$ cat src/rtl/conv_seq_pkg.sv
package conv_seq_pkg;
  typedef enum logic [1:0] {
    ST_IDLE  = 2'd0,
    ST_ALIGN = 2'd1,
    ST_COUNT = 2'd2
  } seq_state_e;

  function automatic int max_int(input int a, input int b);
    return (a > b) ? a : b;
  endfunction
endpackage

$ cat src/rtl/conv_seq_sync.sv
module conv_seq_sync #(
  parameter int STAGES = 2
) (
  input  logic clk_i,
  input  logic rst_ni,
  input  logic d_i,
  output logic q_o
);
  logic [STAGES-1:0] chain_q;

  generate
    for (genvar i = 0; i < STAGES; i++) begin : g_stage
      if (i == 0) begin : g_first
        always_ff @(posedge clk_i or negedge rst_ni) begin
          if (!rst_ni) chain_q[i] <= 1'b0;
          else         chain_q[i] <= d_i;
        end
      end else begin : g_next
        always_ff @(posedge clk_i or negedge rst_ni) begin
          if (!rst_ni) chain_q[i] <= 1'b0;
          else         chain_q[i] <= chain_q[i-1];
        end
      end
    end
  endgenerate

  assign q_o = chain_q[STAGES-1];
endmodule

$ cat src/rtl/conv_seq_start.sv
module conv_seq_start (
  input  logic clk_i,
  input  logic rst_ni,
  input  logic start_pin_i,
  input  logic sw_set_i,
  input  logic idle_i,
  input  logic done_i,
  output logic start_evt_o,
  output logic sw_bit_o
);
  logic pin_q;
  logic sw_q;
  logic pin_rise;

  assign pin_rise    = start_pin_i & ~pin_q;
  assign start_evt_o = idle_i & (pin_rise | sw_set_i);

  always_ff @(posedge clk_i or negedge rst_ni) begin
    if (!rst_ni) begin
      pin_q <= 1'b0;
      sw_q  <= 1'b0;
    end else begin
      pin_q <= start_pin_i;
      if (done_i)                 sw_q <= 1'b0;
      else if (idle_i && sw_set_i) sw_q <= 1'b1;
    end
  end

  assign sw_bit_o = sw_q;
endmodule

$ cat src/rtl/conv_seq_timer.sv
module conv_seq_timer
  import conv_seq_pkg::*;
#(
  parameter int FAST_HALVES = 33,
  parameter int CAL_HALVES  = 96
) (
  input  logic clk_i,
  input  logic rst_ni,
  input  logic start_evt_i,
  input  logic setup_i,
  output logic mclk_o,
  output logic busy_o,
  output logic hold_o,
  output logic cal_o,
  output logic done_o
);
  localparam int SLOW_HALVES = FAST_HALVES + 2;
  localparam int MAX_HALVES  = max_int(SLOW_HALVES, CAL_HALVES);
  localparam int CNT_W       = $clog2(MAX_HALVES + 1);

  seq_state_e       state_q;
  logic             ph_q;
  logic [CNT_W-1:0] cnt_q;
  logic [CNT_W-1:0] len_q;
  logic             busy_q, hold_q, cal_q, cal_pend_q;
  logic             last_half;

  assign last_half = (state_q == ST_COUNT) && (cnt_q == len_q - CNT_W'(1));
  assign done_o    = last_half;

  always_ff @(posedge clk_i or negedge rst_ni) begin
    if (!rst_ni) begin
      ph_q       <= 1'b0;
      state_q    <= ST_IDLE;
      cnt_q      <= '0;
      len_q      <= '0;
      busy_q     <= 1'b0;
      hold_q     <= 1'b0;
      cal_q      <= 1'b0;
      cal_pend_q <= 1'b1;
    end else begin
      ph_q <= ~ph_q;
      unique case (state_q)
        ST_IDLE: begin
          if (start_evt_i) begin
            state_q    <= ST_ALIGN;
            busy_q     <= 1'b1;
            hold_q     <= 1'b1;
            cal_q      <= cal_pend_q;
            cal_pend_q <= 1'b0;
            if (cal_pend_q)   len_q <= CNT_W'(CAL_HALVES);
            else if (setup_i) len_q <= CNT_W'(FAST_HALVES);
            else              len_q <= CNT_W'(SLOW_HALVES);
          end
        end
        ST_ALIGN: begin
          // ph_q high now: this edge is the master falling edge
          if (ph_q) begin
            state_q <= ST_COUNT;
            cnt_q   <= '0;
          end
        end
        ST_COUNT: begin
          if (last_half) begin
            state_q <= ST_IDLE;
            busy_q  <= 1'b0;
            hold_q  <= 1'b0;
            cal_q   <= 1'b0;
          end else begin
            cnt_q <= cnt_q + CNT_W'(1);
          end
        end
        default: state_q <= ST_IDLE;
      endcase
    end
  end

  assign mclk_o = ph_q;
  assign busy_o = busy_q;
  assign hold_o = hold_q;
  assign cal_o  = cal_q;
endmodule

$ cat src/rtl/conv_start_seq.sv
module conv_start_seq #(
  parameter int FAST_HALVES = 33,
  parameter int CAL_HALVES  = 96,
  parameter int SYNC_STAGES = 2
) (
  input  logic clk_i,
  input  logic rst_ni,
  input  logic start_pin_i,
  input  logic sw_set_i,
  input  logic setup_met_i,
  output logic mclk_o,
  output logic hold_o,
  output logic busy_o,
  output logic sw_start_o,
  output logic cal_o
);
  logic setup_sync;
  logic start_evt;
  logic done;
  logic busy;

  conv_seq_sync #(.STAGES(SYNC_STAGES)) u_sync (
    .clk_i  (clk_i),
    .rst_ni (rst_ni),
    .d_i    (setup_met_i),
    .q_o    (setup_sync)
  );

  conv_seq_start u_start (
    .clk_i       (clk_i),
    .rst_ni      (rst_ni),
    .start_pin_i (start_pin_i),
    .sw_set_i    (sw_set_i),
    .idle_i      (~busy),
    .done_i      (done),
    .start_evt_o (start_evt),
    .sw_bit_o    (sw_start_o)
  );

  conv_seq_timer #(
    .FAST_HALVES (FAST_HALVES),
    .CAL_HALVES  (CAL_HALVES)
  ) u_timer (
    .clk_i       (clk_i),
    .rst_ni      (rst_ni),
    .start_evt_i (start_evt),
    .setup_i     (setup_sync),
    .mclk_o      (mclk_o),
    .busy_o      (busy),
    .hold_o      (hold_o),
    .cal_o       (cal_o),
    .done_o      (done)
  );

  assign busy_o = busy;
endmodule

$ cat config.mk
export PLATFORM = sky130hd
export DESIGN_NAME = conv_start_seq
export DESIGN_NICKNAME = d
export VERILOG_FILES = /design/src/rtl/conv_seq_pkg.sv /design/src/rtl/conv_seq_sync.sv /design/src/rtl/conv_seq_start.sv /design/src/rtl/conv_seq_timer.sv /design/src/rtl/conv_start_seq.sv
export SDC_FILE = /design/constraint.sdc
export NUM_CORES = 1
export LEC_CHECK = 0
export ABC_AREA = 1
export BUFFER_PORTS_ARGS = -buffer_cell sky130_fd_sc_hd__buf_2
export CELL_PAD_IN_SITES_DETAIL_PLACEMENT = 1
export CELL_PAD_IN_SITES_GLOBAL_PLACEMENT = 1
export CORE_ASPECT_RATIO = 1.25
export CORE_UTILIZATION = 49
export CTS_BUF_LIST = sky130_fd_sc_hd__clkbuf_4 sky130_fd_sc_hd__clkbuf_8
export DETAILED_ROUTE_END_ITERATION = 16
export PLACE_DENSITY_LB_ADDON = 0.1
export SYNTH_ARGS = -nofsm -noshare
export SYNTH_HDL_FRONTEND = slang
export SYNTH_HIERARCHICAL = 1
export SYNTH_SLANG_ARGS = --single-unit
$ cat constraint.sdc
create_clock -name clk_i -period 3.7 [get_ports clk_i]
set_input_delay 0.925 -clock clk_i [delete_from_list [all_inputs] [get_ports clk_i]]
set_output_delay 0.925 -clock clk_i [all_outputs]
set_load 0.01 [all_outputs]
# Yosys cells after proc, flatten, opt, wreduce, memory -nomap -nowiden
# Index checks and enable logic that the tools add are counted.
# op_classes
add_sub_neg	2
eq_ne	7
n_mux	16
n_bitwise	6
reduce_logical	10
# op_table
op	count
$mux 7	3
$pmux 7 s2	1
$reduce_and 3->1	3
$mux 2	4
$add 7x1->7 const B	1
$eq 7x7->1	1
$sub 7x1->7 const B	1
$ne 2x2->1 const B	3
$pmux 2 s3	1
$reduce_bool 2->1	3
$mux 1	5
$pmux 1 s2	2
$not 1->1	3
$and 1x1->1	2
$eq 2x1->1 const B	1
$eq 2x2->1 const B	1
$logic_and 1x1->1	2
$logic_not 2->1	1
$ne 2x1->1 const B	1
$reduce_and 2->1	1
$or 1x1->1	1
# totals
register_bits	24
inputBits	5
out_inout_bits	5
elab_cells	52

# Logic depth before layout (Yosys ltp)
# logic_depth
word_depth	6
depth_mapped	13
ltp_nobuf	13

# By module
# Netlist, hierarchy kept.
# modules_own_cells
mod	instances	cells_per_inst	area_per_inst_um2	seq_area_each_um2
conv_seq_timer	1	132	1022.2	426.7
conv_seq_start	1	7	81.3	50.0
conv_seq_sync	1	2	50.0	50.0
conv_start_seq	1	1	3.8	0.0

# Worst setup path after synthesis
# No wires, ideal clock.
# synth_timing
kind	register to register
from	register u_timer.len_q[0]
to	register u_timer.cnt_q[2]
setup_time_ns	0.117
arrival_ns	1.657
required_time_ns	3.583
slack_ns	1.926
stages_incl_launch_ff	14
path_buffers	0
synth_period_minus_slack_ns	1.774
cell_sequence	dfrtp_1 > inv_1 > ha_1 > ha_1 > nand2_1 > clkinv_1 > nor2_2 > nand2_2 > nor2_4 > nand2_4 > nand2_8 > nand2_4 > nand2_1 > nand2_1
# synth_via
elab_chain_len	5
# synth_rtl
element	line	rtl
start: declaration	conv_seq_timer.sv:24	logic [CNT_W-1:0] len_q;
start signal: assignment	conv_seq_timer.sv:51	if (cal_pend_q) len_q <= CNT_W'(CAL_HALVES);
start signal: assignment	conv_seq_timer.sv:52	else if (setup_i) len_q <= CNT_W'(FAST_HALVES);
start signal: assignment	conv_seq_timer.sv:53	else len_q <= CNT_W'(SLOW_HALVES);
$sub 7x1->7	conv_seq_timer.sv:28	assign last_half = (state_q == ST_COUNT) && (cnt_q == len_q - CNT_W'(1));
$eq 7x7->1	conv_seq_timer.sv:28	
$logic_and 1x1->1	conv_seq_timer.sv:28	
$ne 2x2->1 (no source line)	n/a	
$reduce_and 3->1 (no source line)	n/a	
end signal: assignment	conv_seq_timer.sv:70	cnt_q <= cnt_q + CNT_W'(1);
end: declaration	conv_seq_timer.sv:23	logic [CNT_W-1:0] cnt_q;
# Every way passes these cells.
# A chain may end at the register's enable or synchronous reset.

# Worst setup path after layout
# layout_timing
from	register u_timer.len_q[0]
to	register u_timer.cnt_q[3]
# The elaborated chain is that of the path after synthesis.

==> impl_metrics.env <==
export IMPL_dp_hpwl_um=1980
export IMPL_synth_main_ff_cell="dfrtp_1"
export IMPL_timing_hold_ws_ns=0.373
export IMPL_hold_viol=0
export IMPL_worstPathCellList="inv_1 -> ha_1 -> ha_1 -> nand2_1 -> clkinv_1 -> nor2_2 -> nand2_2 -> nor2_4 -> nand2_4 -> nand2_8 -> nand2_4 -> nand2_1 -> nand2_1"
export IMPL_yosysSeqAreaShare_pct=45.5
export IMPL_total_power_uw=347
export IMPL_antenna_found_initial=0
export IMPL_p_leak_uw=0.000640
export IMPL_outcome="finished clean"
export IMPL_first_global_vias=991
export IMPL_drv_cap=0
export IMPL_cts_tree="built"
export IMPL_crit_top_cell="nand2_1"
export IMPL_drc=0
export IMPL_setup_viol=0
export IMPL_cts_sink_count=21
export IMPL_initial_utilization_pct=52.3
export IMPL_ant_nets=0
export IMPL_post_synth_top_count_cell="nand2_1"
export IMPL_cpPeakStageDelay_ns=0.38
export IMPL_worstPathArrival_ns=2.20
export IMPL_htree_num_levels=1
export IMPL_io_buffers=9
export IMPL_synth_top_area_share_pct=43.2
export IMPL_routed_via_density=5.16
export IMPL_synth_area_mm2=0.00116
export IMPL_clock_latency_ns=0.31
export IMPL_fin_crit_ns=2.00
export IMPL_drt_iter0_drc=11
export IMPL_coreArea_mm2=0.00221
export IMPL_place_area_mm2=0.00123
export IMPL_wl_per_cell_um=13.7
export IMPL_ctsHoldBuffers=0
export IMPL_max_slew_margin_pct=69.6
export IMPL_tightest_slew_ns=0.457
export IMPL_finalCritPeriodShare_pct=54.1
export IMPL_drive_above_1_share_pct=18.8
export IMPL_ir_drop_v=0.000268
export IMPL_cts_resized_gates=0
export IMPL_grt_pass1_wl_um=4390
export IMPL_synth_common_cells="35 x nand2_1, 20 x dfrtp_1, 20 x inv_1"
export IMPL_yosys_register_bits=21
export IMPL_grt_overflow=0
export IMPL_synth_edf_count=0
export IMPL_finalInstanceArea_mm2=0.00126
export IMPL_worstPathMaxFanout=8
export IMPL_area_growth_pct=8.97
export IMPL_synth_async_reset_ratio_pct=100
export IMPL_critPathCaptureType="flop"
export IMPL_fin_skew_ns=0.00631
export IMPL_clk_pin_slew_ns=0.11
export IMPL_setup_tns_ns=0
export IMPL_ios=10
export IMPL_r2r_cells=13
export IMPL_grt_max_degree=22
export IMPL_dr_pass1_iters=4
export IMPL_cts_root_buf="clkbuf_4"
export IMPL_cellPowerDensity_mw_per_mm2=275
export IMPL_num_vias=954
export IMPL_max_freq_mhz=500
export IMPL_finalMaxSlewViolations=0
export IMPL_rsz0062_at_grt="no"
export IMPL_grtUsageTotal_pct=24.4
export IMPL_layout_cells_non_filler=185
export IMPL_crit_type="reg -> reg"
export IMPL_cts_buffers=3
export IMPL_die_w_um=45.5
export IMPL_fin_nets=163
export IMPL_ys_warn_count=6
export IMPL_required_ns=3.90
export IMPL_ys_types=27
export IMPL_synth_largest_area_cell="dfrtp_1"
export IMPL_core_rowCount=19
export IMPL_hold_path_depth=0
export IMPL_dp_cells=181
export IMPL_syn_inst=142
export IMPL_die_y_um=56.3
export IMPL_avgSynthCellArea_um2=8.15
export IMPL_hp_class="reg -> reg"
export IMPL_gp_congestion=0.887
export IMPL_crit_slowest_cell="dfrtp_1"
export IMPL_cts_max_path_buffers=2
export IMPL_synthTopCellsByArea="dfrtp_1 43%, nand2_1 11%, inv_1 6.5%"
export IMPL_postCtsSetupRepairBufs=0
export IMPL_drt_wl_total_um=2530
export IMPL_start_kind="flop"
export IMPL_antenna_cells=0
export IMPL_design_die_area_mm2=0.00256
export IMPL_syn_num_nets=150
[flip-flops by register name, summed over array words and instances (netlist names)]
| register | count |
|---|---|
| u_timer/state_q | 2 |
| u_start/pin_q | 1 |
| u_timer/cal_o | 1 |
| u_timer/cal_pend_q | 1 |
| u_start/sw_bit_o | 1 |
| u_timer/hold_o | 1 |
| u_timer/len_q | 4 |
| u_timer/mclk_o | 1 |
| u_sync/q_o | 1 |
| u_timer/cnt_q | 7 |
| u_sync/chain_q | 1 |
[power by group]
group          internal (uW)  switching [uW]
sequential               231           0.538
combinational           1.53            4.71
clock                   40.4            68.6
[area by class of cell]
cell class	instances	area, um^2
Clock buffer	3	22.5
Clock inverter	1	5.00
Fill cell	282	950
Inverter	24	90.1
Multi-Input combinational cell	96	533
Sequential cell	21	527
Tap cell	31	38.8
Timing Repair Buffer	9	45.0
[metal layers]
| layer | vias up | wire [um] | global-route usage (%) |
|---|---|---|---|
| li1 | 472 | - | - |
| met2 | 13 | 1360 | 41.8 |
| met5 | - | 0 | 0 |
| met4 | 0 | 53 | 9.52 |
| met1 | 463 | 1060 | 29.3 |
| met3 | 6 | 52 | 3.86 |
[final timing paths]
check                                      to         startpoint  slack (ns)
min in group asynchronous    u_timer/len_q[5]             rst_ni        0.54
setup reg to reg             u_timer/cnt_q[3]   u_timer/len_q[0]        1.70
hold reg to reg                    u_sync/q_o  u_sync/chain_q[0]        0.37
max in group asynchronous  u_timer/cal_pend_q             rst_ni        2.82
setup / recovery             u_timer/cnt_q[3]   u_timer/len_q[0]        1.70
hold / removal                     u_sync/q_o  u_sync/chain_q[0]        0.37
[layout by cell type (no fill, tap or decap), types with 6 or more instances in the layout]
master,count
nand2_1,35
buf_2,9
nand3_1,13
nor2_1,11
o21ai_0,6
dfrtp_1,20
inv_1,20
[cell families after synthesis]
group | synth area share [%]
AND/OR/NAND/NOR | 34.6
adder cells (fa/ha/maj) | 3.24
flip-flops | 45.5
buffers and inverters | 8.43
AO/OA/AOI/OAI | 5.95
XOR/XNOR | 2.27
[per-stage QoR]
step                      worst slack [ns]  util, %
after floorplan                       1.93        -
after global placement                1.85     55.8
after global routing                  1.53     57.0
after CTS                             1.68     57.0
final                                 1.70     57.0
after detailed placement              1.75     55.8
[critical path, delay by kind of cell, from the launching register on]
| family | cells | cell delay (ns) |
|---|---|---|
| and+or+nand+nor | 9 | 0.79 |
| adders and majority gates | 2 | 0.58 |
| DFF | 1 | 0.38 |
| buffers and inverters | 2 | 0.13 |
Note: power is estimated with default switching activity, not from simulation.
